File: src/rtl/bsp_pkg.sv
package bsp_pkg;
    localparam int LEN_W = 6;

    function automatic logic [LEN_W-1:0] wlen_of(input logic [2:0] sel);
        logic [LEN_W-1:0] len;
        case (sel)
            3'd0:    len = 6'd8;
            3'd1:    len = 6'd12;
            3'd2:    len = 6'd16;
            3'd3:    len = 6'd20;
            3'd4:    len = 6'd24;
            default: len = 6'd32;
        endcase
        return len;
    endfunction
endpackage

File: src/rtl/bsp_tx_path.sv
module bsp_tx_path #(
    parameter int DW = 32,
    localparam int CW = bsp_pkg::LEN_W
) (
    input  logic          clk,
    input  logic          rst_n,
    input  logic [CW-1:0] wlen,
    input  logic          bclk,
    input  logic          fs,
    input  logic          wr_en,
    input  logic [DW-1:0] wdata,
    output logic          dout,
    output logic          ready,
    output logic          intr,
    output logic          underrun
);
    typedef struct packed {
        logic          bclk_prev;
        logic [DW-1:0] data;
        logic          full;
        logic [DW-1:0] last;
        logic [DW-1:0] sreg;
        logic [CW-1:0] cnt;
        logic          active;
        logic          dout;
        logic          intr;
        logic          und;
    } tx_state_t;

    tx_state_t st_q, st_d;
    logic      rise;
    logic [DW-1:0] word, aligned;

    assign rise = bclk & ~st_q.bclk_prev;

    always_comb begin
        st_d           = st_q;
        st_d.bclk_prev = bclk;
        st_d.intr      = 1'b0;
        word           = st_q.last;
        aligned        = '0;
        if (rise) begin
            if (fs) begin
                if (st_q.full) begin
                    word      = st_q.data;
                    st_d.intr = 1'b1;
                end else begin
                    st_d.und  = 1'b1;
                end
                st_d.last   = word;
                st_d.full   = 1'b0;
                aligned     = word << (DW - 32'(wlen));
                st_d.dout   = aligned[DW-1];
                st_d.sreg   = aligned << 1;
                st_d.cnt    = CW'(1);
                st_d.active = 1'b1;
            end else if (st_q.active) begin
                if (st_q.cnt == wlen) begin
                    st_d.active = 1'b0;
                    st_d.dout   = 1'b0;
                end else begin
                    st_d.dout = st_q.sreg[DW-1];
                    st_d.sreg = st_q.sreg << 1;
                    st_d.cnt  = st_q.cnt + 1'b1;
                end
            end
        end
        if (wr_en) begin
            st_d.data = wdata;
            st_d.full = 1'b1;
        end
    end

    always_ff @(posedge clk or negedge rst_n) begin
        if (!rst_n) st_q <= '0;
        else        st_q <= st_d;
    end

    assign dout     = st_q.dout;
    assign ready    = ~st_q.full;
    assign intr     = st_q.intr;
    assign underrun = st_q.und;

    AST_TX_DOUT_ON_RISE: assert property (@(posedge clk) disable iff (!rst_n)
        !rise |=> $stable(dout));
    AST_TX_UNDERRUN_STICKY: assert property (@(posedge clk) disable iff (!rst_n)
        underrun |=> underrun);
    AST_TX_INT_PULSE: assert property (@(posedge clk) disable iff (!rst_n)
        intr |=> !intr);
endmodule

File: src/rtl/bsp_rx_path.sv
module bsp_rx_path #(
    parameter int DW = 32,
    localparam int CW = bsp_pkg::LEN_W
) (
    input  logic          clk,
    input  logic          rst_n,
    input  logic [CW-1:0] wlen,
    input  logic          bclk,
    input  logic          fs,
    input  logic          din,
    input  logic          rd_en,
    output logic [DW-1:0] rdata,
    output logic          ready,
    output logic          intr,
    output logic          overrun
);
    typedef struct packed {
        logic          bclk_prev;
        logic [DW-1:0] rsr;
        logic [CW-1:0] cnt;
        logic          active;
        logic [DW-1:0] stage;
        logic          stage_full;
        logic [DW-1:0] hold;
        logic          ready;
        logic          intr;
        logic          ovr;
    } rx_state_t;

    rx_state_t st_q, st_d;
    logic      fall;

    assign fall = ~bclk & st_q.bclk_prev;

    always_comb begin
        st_d           = st_q;
        st_d.bclk_prev = bclk;
        st_d.intr      = 1'b0;
        if (fall) begin
            if (fs) begin
                st_d.rsr    = {{(DW-1){1'b0}}, din};
                st_d.cnt    = CW'(1);
                st_d.active = 1'b1;
            end else if (st_q.active) begin
                st_d.rsr = {st_q.rsr[DW-2:0], din};
                st_d.cnt = st_q.cnt + 1'b1;
            end
        end
        if (rd_en && st_q.ready) st_d.ready = 1'b0;
        if (st_q.stage_full && !st_q.ready) begin
            st_d.hold       = st_q.stage;
            st_d.ready      = 1'b1;
            st_d.intr       = 1'b1;
            st_d.stage_full = 1'b0;
        end
        if (fall && st_d.active && st_d.cnt == wlen) begin
            st_d.active = 1'b0;
            if (!st_d.stage_full) begin
                st_d.stage      = st_d.rsr;
                st_d.stage_full = 1'b1;
            end else begin
                st_d.ovr = 1'b1;
            end
        end
    end

    always_ff @(posedge clk or negedge rst_n) begin
        if (!rst_n) st_q <= '0;
        else        st_q <= st_d;
    end

    assign rdata   = st_q.hold;
    assign ready   = st_q.ready;
    assign intr    = st_q.intr;
    assign overrun = st_q.ovr;

    AST_RX_OVERRUN_STICKY: assert property (@(posedge clk) disable iff (!rst_n)
        overrun |=> overrun);
    AST_RX_OVERRUN_WHEN_FULL: assert property (@(posedge clk) disable iff (!rst_n)
        $rose(overrun) |-> $past(ready));
    AST_RX_INT_ON_READY: assert property (@(posedge clk) disable iff (!rst_n)
        $rose(ready) |-> intr);
    AST_RX_HOLD_WHILE_READY: assert property (@(posedge clk) disable iff (!rst_n)
        (ready && !rd_en) |=> $stable(rdata));
endmodule

File: src/rtl/bsp_serial_port.sv
module bsp_serial_port #(
    parameter int DW = 32
) (
    input  logic          clk,
    input  logic          rst_n,
    input  logic [2:0]    tx_wlen_sel,
    input  logic [2:0]    rx_wlen_sel,
    input  logic          tx_bclk,
    input  logic          tx_fs,
    input  logic          tx_wr_en,
    input  logic [DW-1:0] tx_wdata,
    output logic          tx_dout,
    output logic          tx_ready,
    output logic          tx_int,
    output logic          tx_evt,
    output logic          tx_underrun,
    input  logic          rx_bclk,
    input  logic          rx_fs,
    input  logic          rx_din,
    input  logic          rx_rd_en,
    output logic [DW-1:0] rx_rdata,
    output logic          rx_ready,
    output logic          rx_int,
    output logic          rx_evt,
    output logic          rx_overrun
);
    localparam int CW = bsp_pkg::LEN_W;

    logic [CW-1:0] tx_len, rx_len;

    assign tx_len = bsp_pkg::wlen_of(tx_wlen_sel);
    assign rx_len = bsp_pkg::wlen_of(rx_wlen_sel);

    bsp_tx_path #(.DW(DW)) i_tx (
        .clk(clk), .rst_n(rst_n), .wlen(tx_len), .bclk(tx_bclk), .fs(tx_fs),
        .wr_en(tx_wr_en), .wdata(tx_wdata), .dout(tx_dout), .ready(tx_ready),
        .intr(tx_int), .underrun(tx_underrun)
    );

    bsp_rx_path #(.DW(DW)) i_rx (
        .clk(clk), .rst_n(rst_n), .wlen(rx_len), .bclk(rx_bclk), .fs(rx_fs),
        .din(rx_din), .rd_en(rx_rd_en), .rdata(rx_rdata), .ready(rx_ready),
        .intr(rx_int), .overrun(rx_overrun)
    );

    assign tx_evt = tx_ready;
    assign rx_evt = rx_ready;
endmodule

File: config.mk
export PLATFORM = sky130hd
export DESIGN_NAME = bsp_serial_port
export DESIGN_NICKNAME = d
export VERILOG_FILES = /design/src/rtl/bsp_pkg.sv /design/src/rtl/bsp_tx_path.sv /design/src/rtl/bsp_rx_path.sv /design/src/rtl/bsp_serial_port.sv
export SDC_FILE = /design/constraint.sdc
export NUM_CORES = 1
export LEC_CHECK = 0
export BUFFER_PORTS_ARGS = -buffer_cell sky130_fd_sc_hd__buf_2
export CAP_MARGIN = 20
export CORE_MARGIN = 2
export CORE_UTILIZATION = 59
export CTS_BUF_LIST = sky130_fd_sc_hd__clkbuf_8 sky130_fd_sc_hd__clkbuf_16
export CTS_CLUSTER_DIAMETER = 100
export DETAILED_ROUTE_END_ITERATION = 8
export PLACE_DENSITY = 0.79
export SETUP_SLACK_MARGIN = 0.5
export SLEW_MARGIN = 20
export SYNTH_ARGS = -nofsm -noshare
export SYNTH_HDL_FRONTEND = slang
export SYNTH_SLANG_ARGS = --single-unit
File: constraint.sdc
create_clock -name clk -period 3.1 [get_ports clk]
set_input_delay 0.93 -clock clk [delete_from_list [all_inputs] [get_ports clk]]
set_output_delay 0.93 -clock clk [all_outputs]
set_load 0.1 [all_outputs]
======== Yosys cells after proc, flatten, opt, wreduce, memory -nomap -nowiden ========
Cells that the tools add are included.
word-level totals
  register bits after elaboration ......... 216
  logic and storage cells ................. 83
  output and inout bits ................... 41
  input port bits ......................... 47
operators by class
  mux-type cells .......................... 24
  bitwise gates (word level) .............. 6
  equality and inequality tests ........... 11
  $add $sub $neg .......................... 3
  shift operators ......................... 1
  reduce and logical (&&, ||, !) cells .... 18
operator list
  kind                 count
  $mux 38              3
  $mux 32              3
  $mux 40              2
  $mux 75              1
  $mux 33              2
  $pmux 6 s5           2
  $mux 39              1
  $mux 35              1
  $mux 34              1
  $shl 32x32->32       1
  $add 6x1->6 const B  2
  $eq 3x2->1 const B   4
  $eq 6x6->1           2
  $reduce_and 2->1     5
  $reduce_bool 2->1    4
  $mux 1               7
  $sub 6x6->7 const A  1
  $eq 3x1->1 const B   2
  $eq 3x3->1 const B   2
  $logic_not 3->1      2
  $reduce_and 3->1     2
  $logic_and 1x1->1    4
  $not 1->1            4
  $and 1x1->1          2
  other kinds (3)      3

======== Depth between registers and ports, before layout ========
  depth after elaboration ................. 8
  gate-level depth with buffers ........... 9
  gate-level depth less buffers ........... 7

======== Cells and area by module ========
Synthesis repeated with hierarchy kept, for this count alone.
unflattened totals
  cell total of the unflattened synthesis .. 1,067
  area total of the unflattened synthesis .. 11,736.3 µm²
by module, submodules not included
  module           cells an instance  times used  area each (µm²)  sequential area each (µm²)
  bsp_tx_path      670                1           6,925.4          2,677.6
  bsp_rx_path      384                1           4,719.5          2,702.6
  bsp_serial_port  13                 1           91.3             0.0

======== Worst setup path before layout ========
No wires, ideal clock.
  path type ............................... register to output
  start point ............................. register i_tx.st_q[74] (netlist name)
  end point ............................... output port tx_ready
  data arrival time ....................... 2,185 ps
  required time ........................... 2,170 ps
  cell stages (with the launch flop) ...... 7
  path buffers ............................ 5
  slack ................................... -15 ps
  path through ............................ dfrtp_1 clkbuf_1 buf_2 buf_2 buf_2 inv_1 buf_4
on the way
  word-level cells in the longest chain between the ends .. 1
ends and longest elaborated chain
  element                     RTL line               text
  start: declaration          bsp_tx_path.sv:30      tx_state_t st_q, st_d;
  start signal: assignment    bsp_tx_path.sv:76      else st_q <= st_d;
  $not 1->1 (no source line)  --
  end: declaration            bsp_serial_port.sv:13  output logic tx_ready,
No other way between the ends.

==> qor.csv <==
metric,value,unit
CORE AREA,16700,um2
register area share after synthesis,52.96,%
Worst Path Max Fanout,8,
Antenna Nets Post-Route,0,
Fmax,383.0,MHz
final std cells w/o fill,1141,
CP peak stage delay,0.41,ns
first-pass GRT wire length,37.20,mm
crit path capture type,flip-flop,
post-synth top area cell,dfrtp_1,
Die Height,135.2,um
largest family of logic cells by synthesized area,multiplexers,
largest net degree at the start of global routing,76,
compound-gate portion of the synthesized area,12.84,%
GP Congestion,1.001,
status,completed,
Post-synth EDFFs,0,
vias in the first global route,6972,
nets@finish,955,
PwrDens,597.7,nW/um2
Synth Cell Area,10160,um2
Post-Synthesis Cells,834,
Setup Skew,0.02211,ns
CP cell instances,buf_8 -> nand4b_4 -> or3_4 -> a21oi_4 -> xnor2_2 -> a2111oi_4 -> buf_6 -> clkbuf_16 -> mux2_4,
initial antenna violation count,1,
CTS tree,built,
hold_ws,0.3791,ns
Synth Area in Adders,0.3695,%
Tcrit/Tclk final,84.23,%
starting density of the core,60.83,%
top-area cell type share of the netlist area,52.96,%
TritonCTS Buffers,22,
DP Worst Slack,-0.02335,ns
post-synthesis xor/xnor area fraction,0.6527,%
Synth async-reset ratio,100.0,%
Cell variety after synth,59,
worst skew pair latency,0.52,ns
Final Critical Period,2.611,ns
final setup fails,0,
Worst setup SP type,input pin,
mux share of post-synthesis cell area,20.83,%
slowest CP cell,or3_4,
met2 routed WL,11.48,mm
DR vias/cell,5.975,
Hold Crit Class,in -> async,
drt drc,0,
PortBufs,87,
dominant synthesized flop cell,dfrtp_1,
Crit Path Class,in -> reg,
Critical Path RT,3.51,ns
Synth Register Bits,215,
Bufs on Longest Clock Path,3,
share of layout cells above drive strength 1,37.93,%
total number of vias,6818,
clock root cell,clkbuf_16,
Total Wirelength,23.16,mm
LEAKAGE,0.005610,uW
Synth Area in Simple Gates,7.094,%
placed cell count,1092,
Hold Buf Count CTS,0,
Initial DRC Count,436,
Tot GR Track Use,26.03,%
io pins,88,
most common cell in the netlist,dfrtp_1,
Synth area leaders,"dfrtp_1 53%, mux2_2 10%, mux2_4 4.4%, mux4_2 3.5%, o21ai_0 3.0%",
"CTS clk-pin slew, worst paths",0.06,ns
area growth from synthesis to layout,14.86,%
met1 wire length,9.651,mm
H-tree levels,1,
GRT Residual Overflow,0,
clk sink count,215,
metal3 WL,1.278,mm
die area,18290,um2
row cnt,47,
Placement Cell Area,10760,um2
worst vdd ir,0.0004630,V
routed length per instance,20.30,um
syn_area_per_cell,12.18,um2
"Hold Vio Cnt, Final",0,
Synth Warn #,0,
Max Cap Viol,0,
synth cell count leaders,"215 x dfrtp_1, 91 x mux2_2, 74 x nand2_1, 61 x o21ai_0, 43 x a21oi_1",
Chip Width,135.2,um
Crit path arrival time,3.02,ns
fin area,11670,um2
Detailed Place HPWL,14.86,mm
Worst-Margin Slew,0.7944,ns
max-slew violations,0,
post-route setup slack,0.4888,ns
post-synth net total,884,
slew margin rel.,45.52,%
RSZ-0062 raised after global routing,true,
detailed-router iteration count before antenna repair,5,
max layer used,met5,
registers in the layout, indices dropped and copies added (netlist names):
name,cells
i_rx.intr,1
i_rx.rdata,32
i_tx.underrun,1
i_rx.overrun,1
i_rx.ready,1
i_tx.st_q,104
i_tx.intr,1
i_rx.st_q,73
i_tx.dout,1
worst max-delay path: cells and delay by family:
kind / cells / cell delay [ns]
AND/OR/NAND/NOR: 2 / 0.60
AO/OA/AOI/OAI: 2 / 0.59
buffers and inverters: 3 / 0.48
multiplexers: 1 / 0.30
XOR/XNOR: 1 / 0.12
where the power goes:
part / switching, uW / internal [uW]
registers: 194 / 3080
logic: 654 / 472
clock network: 1100 / 1480
area by class of cell:
class / instances / area, um2
Timing Repair Buffer: 132 / 925.9
Inverter: 9 / 37.54
Fill cell: 1168 / 5031
Tap cell: 220 / 275.3
Clock inverter: 13 / 106.4
Antenna cell: 1 / 2.502
Clock buffer: 26 / 605.6
Sequential cell: 215 / 5385
Multi-Input combinational cell: 525 / 4332
metrics by stage:
stage	power [uW]	TNS, ns	util [%]
after CTS	7016	0	69.42
final	6975	0	69.88
after detailed placement	4406	-0.04766	64.42
after global routing	7286	0	69.86
after floorplan	4046	0	-
after global placement	4368	0	64.42
layout by cell type (no fill, tap or decap), types with 3 or more instances in the layout:
master / count
clkbuf_16: 23
a21oi_1: 40
nand3_1: 4
and3_1: 3
clkbuf_8: 4
nand2_1: 73
and2_1: 4
a31oi_1: 5
a221oi_1: 5
o22ai_1: 5
o221ai_1: 4
mux2_2: 89
inv_1: 14
mux2i_1: 28
buf_2: 83
nor2_1: 40
a21o_1: 3
dfrtp_1: 213
a22oi_1: 10
a22o_1: 10
buf_4: 37
nand2b_1: 10
clkinv_2: 4
mux2_4: 32
a22o_2: 22
mux4_2: 16
buf_12: 5
nor2b_1: 6
o21ai_0: 59
o211ai_1: 6
path summary, 6_finish.rpt:
check / start / to / slack [ns] / cells past startpoint
max: rx_bclk / i_rx.st_q[46] / 0.49 / 9
min: rst_n / i_tx.st_q[43] / 0.38 / 1
max reg2reg: i_rx.st_q[69] / i_rx.st_q[46] / 0.56 / 10
min reg2reg: i_tx.underrun / i_tx.underrun / 0.47 / 1
max in group asynchronous: rst_n / i_rx.st_q[99] / 1.93 / 2
min in group clk: i_tx.underrun / i_tx.underrun / 0.47 / 1
metal layers:
metal,GRT usage (%),vias up
li1,-,3123
met1,34.92,3419
met2,43.85,216
met3,4.377,58
met4,8.102,2
met5,0,-
cell families after synthesis:
| family | Yosys count |
|---|---|
| compound gates | 193 |
| flops | 215 |
| simple gates | 158 |
| xor+xnor | 6 |
| buf+inv | 94 |
| fa+ha+maj | 3 |
| mux | 165 |
timing repair:
action / CTS / global route
buffers inserted: 5 / 1
gates cloned: 2 / 1
resized for setup: 9 / 13
pin swaps: 0 / 5
setup endpoints to repair: 33 / 26
Note: power is estimated with default switching activity, not from simulation.
